### src/rtl/pci_dma_xlate.sv
module pci_dma_xlate #(
  parameter int NUM_WIN = 4,
  parameter int SYS_W   = 34
) (
  input  logic                     clk,
  input  logic                     rst_n,
  input  logic                     req_valid,
  output logic                     req_ready,
  input  logic [31:0]              req_addr,
  output logic                     rsp_valid,
  input  logic                     rsp_ready,
  output logic [SYS_W-1:0]         rsp_addr,
  input  logic [NUM_WIN-1:0][63:0] win_base,
  input  logic [NUM_WIN-1:0][63:0] win_mask,
  input  logic [NUM_WIN-1:0][63:0] win_tbase,
  output logic                     mem_rd_valid,
  input  logic                     mem_rd_ready,
  output logic [63:0]              mem_rd_addr,
  input  logic                     mem_rsp_valid,
  input  logic [63:0]              mem_rsp_data
);
  localparam int PG_LO = 13;
  localparam logic [63:0] LOW_PASS = 64'h0000_0000_000F_FFFF;
  localparam logic [63:0] IDX_BITS = 64'h0000_0000_000F_E000;

  typedef enum logic [1:0] {S_IDLE, S_FETCH, S_WAIT, S_DONE} state_t;
  state_t st;

  logic        sel_hit, sel_sg;
  logic [11:0] sel_mask;
  logic [63:0] sel_tba;

  always_comb begin
    sel_hit  = 1'b0;
    sel_sg   = 1'b0;
    sel_mask = '0;
    sel_tba  = '0;
    for (int i = 0; i < NUM_WIN; i++) begin
      if (!sel_hit && win_base[i][0] &&
          (((req_addr[31:20] ^ win_base[i][31:20]) & ~win_mask[i][31:20]) == 12'h0)) begin
        sel_hit  = 1'b1;
        sel_sg   = win_base[i][1];
        sel_mask = win_mask[i][31:20];
        sel_tba  = win_tbase[i];
      end
    end
  end

  logic [63:0] bus64, fmask, pass, direct_res, entry_addr;
  assign bus64      = {32'h0, req_addr};
  assign fmask      = {32'h0, sel_mask, 20'h0};
  assign pass       = fmask | LOW_PASS;
  assign direct_res = (sel_tba & ~pass) | (bus64 & pass);
  assign entry_addr = (sel_tba & ~((fmask >> 10) | 64'h3FF)) |
                      ((bus64 & (fmask | IDX_BITS)) >> 10);

  logic [SYS_W-1:0] res_q;
  logic [PG_LO-1:0] low_q;
  logic [63:0]      rd_addr_q;

  always_ff @(posedge clk) begin
    if (!rst_n) begin
      st        <= S_IDLE;
      res_q     <= '0;
      low_q     <= '0;
      rd_addr_q <= '0;
    end else begin
      case (st)
        S_IDLE: if (req_valid) begin
          low_q <= req_addr[PG_LO-1:0];
          if (sel_hit && sel_sg) begin
            rd_addr_q <= entry_addr;
            st        <= S_FETCH;
          end else begin
            res_q <= sel_hit ? direct_res[SYS_W-1:0] : SYS_W'(req_addr);
            st    <= S_DONE;
          end
        end
        S_FETCH: if (mem_rd_ready) st <= S_WAIT;
        S_WAIT: if (mem_rsp_valid) begin
          res_q <= {mem_rsp_data[SYS_W-PG_LO:1], low_q};
          st    <= S_DONE;
        end
        default: if (rsp_ready) st <= S_IDLE;
      endcase
    end
  end

  assign req_ready    = (st == S_IDLE);
  assign rsp_valid    = (st == S_DONE);
  assign rsp_addr     = res_q;
  assign mem_rd_valid = (st == S_FETCH);
  assign mem_rd_addr  = rd_addr_q;

  logic unused_bits;
  assign unused_bits = ^{win_base, win_mask, mem_rsp_data, direct_res};
endmodule

### config.mk
export PLATFORM = sky130hd
export DESIGN_NAME = pci_dma_xlate
export DESIGN_NICKNAME = d
export VERILOG_FILES = /design/src/rtl/pci_dma_xlate.sv
export SDC_FILE = /design/constraint.sdc
export NUM_CORES = 1
export LEC_CHECK = 0
export ABC_AREA = 0
export BUFFER_PORTS_ARGS = -buffer_cell sky130_fd_sc_hd__buf_2
export CORE_AREA = 8 8 372 374
export CTS_BUF_LIST = sky130_fd_sc_hd__clkbuf_4 sky130_fd_sc_hd__clkbuf_8 sky130_fd_sc_hd__clkbuf_16
export DETAILED_ROUTE_END_ITERATION = 7
export DIE_AREA = 0 0 380 382
export PLACE_DENSITY_LB_ADDON = 0.08
export SLEW_MARGIN = 20
export SYNTH_ARGS = -nofsm -noshare
export SYNTH_HDL_FRONTEND = slang
export SYNTH_SLANG_ARGS = --single-unit
### constraint.sdc
create_clock -name clk -period 3.4 [get_ports clk]
set_input_delay 0.17 -clock clk [delete_from_list [all_inputs] [get_ports clk]]
set_output_delay 0.17 -clock clk [all_outputs]
set_load 0.005 [all_outputs]
==> impl_results.md <==
* Fraction of the cycle the final worst path needs at 93.7%
* Wirelength per Cell at 24.4 µm
* Hold crit path type: in2reg
* Relative slew slack at 49.4%
* Crit-path max FO at 66
* Sequential-to-total area share from yosys stat at 30.8%
* Clk_lat worst skew at 0.43 ns
* Grt met3 use at 4.64%
* Share of the synthesized area in the top cell type at 30.8%
* Mux cell area share after synthesis at 3.64%
* Hold Violations, Final at 0
* Clock sinks at 110
* Synth warnings at 0
* Power per cell area at 421 nW/µm²
* Vias in the first global route at 10200
* Htree depth at 3
* Yosys top cell by area: dfxtp_1
* Number of synthesized register bits at 110
* DR iter-0 viols at 517
* WP buf/inv at 6
* Die ar. at 145000 µm²
* Largest net degree at the start of global routing at 67
* Final worst setup slack at 0.215 ns
* Antenna viol nets, final at 0
* # port buffers at 476
* CP startpoint kind: input port
* Most frequent CP cell: buf_4
* Initial Util at 5.40%
* Cell leakage power at 0.00518 µW
* Clock slew at reported path FFs at 0.10 ns
* Setup CP Type: in2reg
* Max clock buf depth at 2
* Slowest CP cell: or4_1
* CP arrival at 3.48 ns
* RSZ-0062 raised after global routing: false
* I/O Pins at 971
* Placed cell area at 12600 µm²
* GR peak layer: met2
* Cell Rows at 134
* CP peak stage delay at 0.64 ns
* Most frequent cells after synthesis: 141 x nor2_1, 110 x dfxtp_1, 83 x nand2_1, 60 x a21oi_1, 51 x a221oi_1
* CP Data Required Time at 3.70 ns
* Fillers at 15600
* Share of cells above drive strength 1 at 45.0%
* First-pass DRT Iterations at 4
* Cts bufs inserted at 9
* MaxCap Viol Count at 0
* Final Power at 5590 µW
* Initial antenna violation count at 75
* Fmax at 314 MHz
* Final setup fails at 0
* Synth Area per Inst at 7.84 µm²
* Slew @ Worst Pin at 0.759 ns
* Final instance area at 13300 µm²
* CTS resizes at 0
* Status: complete, no violations
* Register Area at 2200 µm²
* M2 GR Usage at 16.8%
* Synth Area in Adders at 0.700%
* First-pass GRT wire length at 102 mm
* Final HPWL DP at 69.8 mm
* GRT Util Overall at 10.5%
* Ys flop type: dfxtp_1
* Worst path top cell family by delay: buffers and inverters
* Layout Nets at 2351
* Die Width at 380 µm
* Root Driver: clkbuf_16
* DRC errors left at 0
* Clock skew at 0.0110 ns
* Fin crit period at 3.19 ns
* Number of synthesized flops with an enable pin at 0
* Vias per cell at 2.98
* Yosys cell types at 71
* Peak supply drop at 232 µV
* Netlist Area Pre-Place at 7150 µm²
* Post-Synth XOR/XNOR Area at 5.88%
* Placed Cells at 3203
* RePlAce Congestion at 0.763
* DRT Wirelength at 79.7 mm
* Cells after Synth at 912
* Top cells by area, synth: dfxtp_1 31%, nor2_1 7.4%, a221oi_1 6.2%
* Multi-input logic area at 4510 µm²
* Finished Layout Cells at 3265
* Async SR Flop Fraction at 0%
* Met1 GRT Util at 13.3%
* Syn-to-layout area delta at 85.6%
* Total grt overflow at 0
* Final core utilization at 10.0%
* Pre-CTS setup slack at -0.347 ns
* Final slew viol count at 0
* Die H at 382 µm
* Post-Synth Simple-Gate Area at 18.2%
* Total number of vias at 9736
* Core area at 132000 µm²
* Synth Area in Compound Gates at 34.0%
* Critical path endpoint category: flop
* CTS tree: built
* Largest family of logic cells by synthesized area: compound AO/OA/AOI/OAI gates
* Critical-path cell list: buf_2, xnor2_1, buf_4, o22ai_1, or4_1, buf_4, nor2_4, buf_12, buf_12, nor2_1, a221oi_1, buf_4, a211oi_1
* Most frequent cell after synthesis: nor2_1
state kept, by name (all words and copies together), names as in the netlist:
name         count
low_q           13
st               2
mem_rd_addr     61
rsp_addr        34
cell families after synthesis:
family                     Yosys count
AOI/OAI and AO/OA                  328
and+or+nand+nor                    290
DFF                                110
buffers and inverters              105
xor gates and xnor gates            48
muxes                               26
adders and majority gates            4
other                                1
stage by stage:
step	hold WS [ns]	TNS, ns
after floorplan	0.306	0
after global placement	0.425	-2.04
after detailed placement	0.433	-2.56
after CTS	0.00993	0
after global routing	0.0571	0
final	0.103	0
worst reg2reg max path: stages, from the launching register on:
cell and delay (ns):
dfxtp_1 0.39, inv_1 0.11, ha_4 0.30, inv_1 0.36, a2bb2oi_1 0.34, nor3b_4 0.33, buf_12 0.31, nor2_1 0.14
a211oi_2 0.19
cell usage in the layout (no fill, tap or decap), types with 5 or more instances in the layout:
master,synthesis,layout
buf_2,42,476
nor2_1,141,140
buf_4,6,118
dfxtp_1,110,110
nand2_1,83,83
a21oi_1,60,60
a221oi_1,51,51
xnor2_1,48,48
a211oi_1,38,38
o21ai_0,37,37
a22oi_1,37,37
dlygate4sd3_1,0,31
mux2i_1,26,26
o22ai_1,23,23
buf_12,0,19
a211oi_2,18,18
diode_2,0,15
nand3_1,13,13
inv_1,12,12
clkbuf_16,0,9
or3_1,8,8
a31oi_1,8,8
nor3_1,6,6
a221o_1,6,6
nor2b_1,6,6
o221ai_1,5,5
a311o_1,5,5
repair_timing:
| action | CTS | global route |
|---|---|---|
| hold buffers | 31 | 0 |
| endpoints found under the hold margin | 32 | 0 |
| setup buffers | 0 | 0 |
power by group:
part | leakage (µW) | internal [µW] | switching, µW
clock | 0.000144 | 557 | 701
combinational | 0.00414 | 1110 | 1560
sequential | 0.000897 | 1530 | 137
layout make-up:
class / count / share of cell area (%)
Clock buffer: 11 / 1.90
Clock inverter: 5 / 0.368
Multi-Input combinational cell: 699 / 34.0
Inverter: 13 / 0.386
Antenna cell: 15 / 0.283
Timing Repair Buffer: 644 / 29.8
Tap cell: 1768 / 16.7
Sequential cell: 110 / 16.6
final timing paths:
path	end	cells past startpoint	slack, ns	from
setup / recovery	mem_rd_addr[35]	13	0.21	req_addr[20]
hold / removal	rsp_addr[22]	3	0.10	mem_rsp_data[10]
setup reg to reg	rsp_addr[17]	8	0.85	st[0]
hold reg to reg	low_q[12]	2	0.46	low_q[12]
per-layer routing:
metal	vias to the layer above	wire, µm
met3	98	7500
met2	383	35900
met4	46	800
met5	-	282
li1	4547	-
met1	4662	35200
Power figures use the tool's default switching activity.
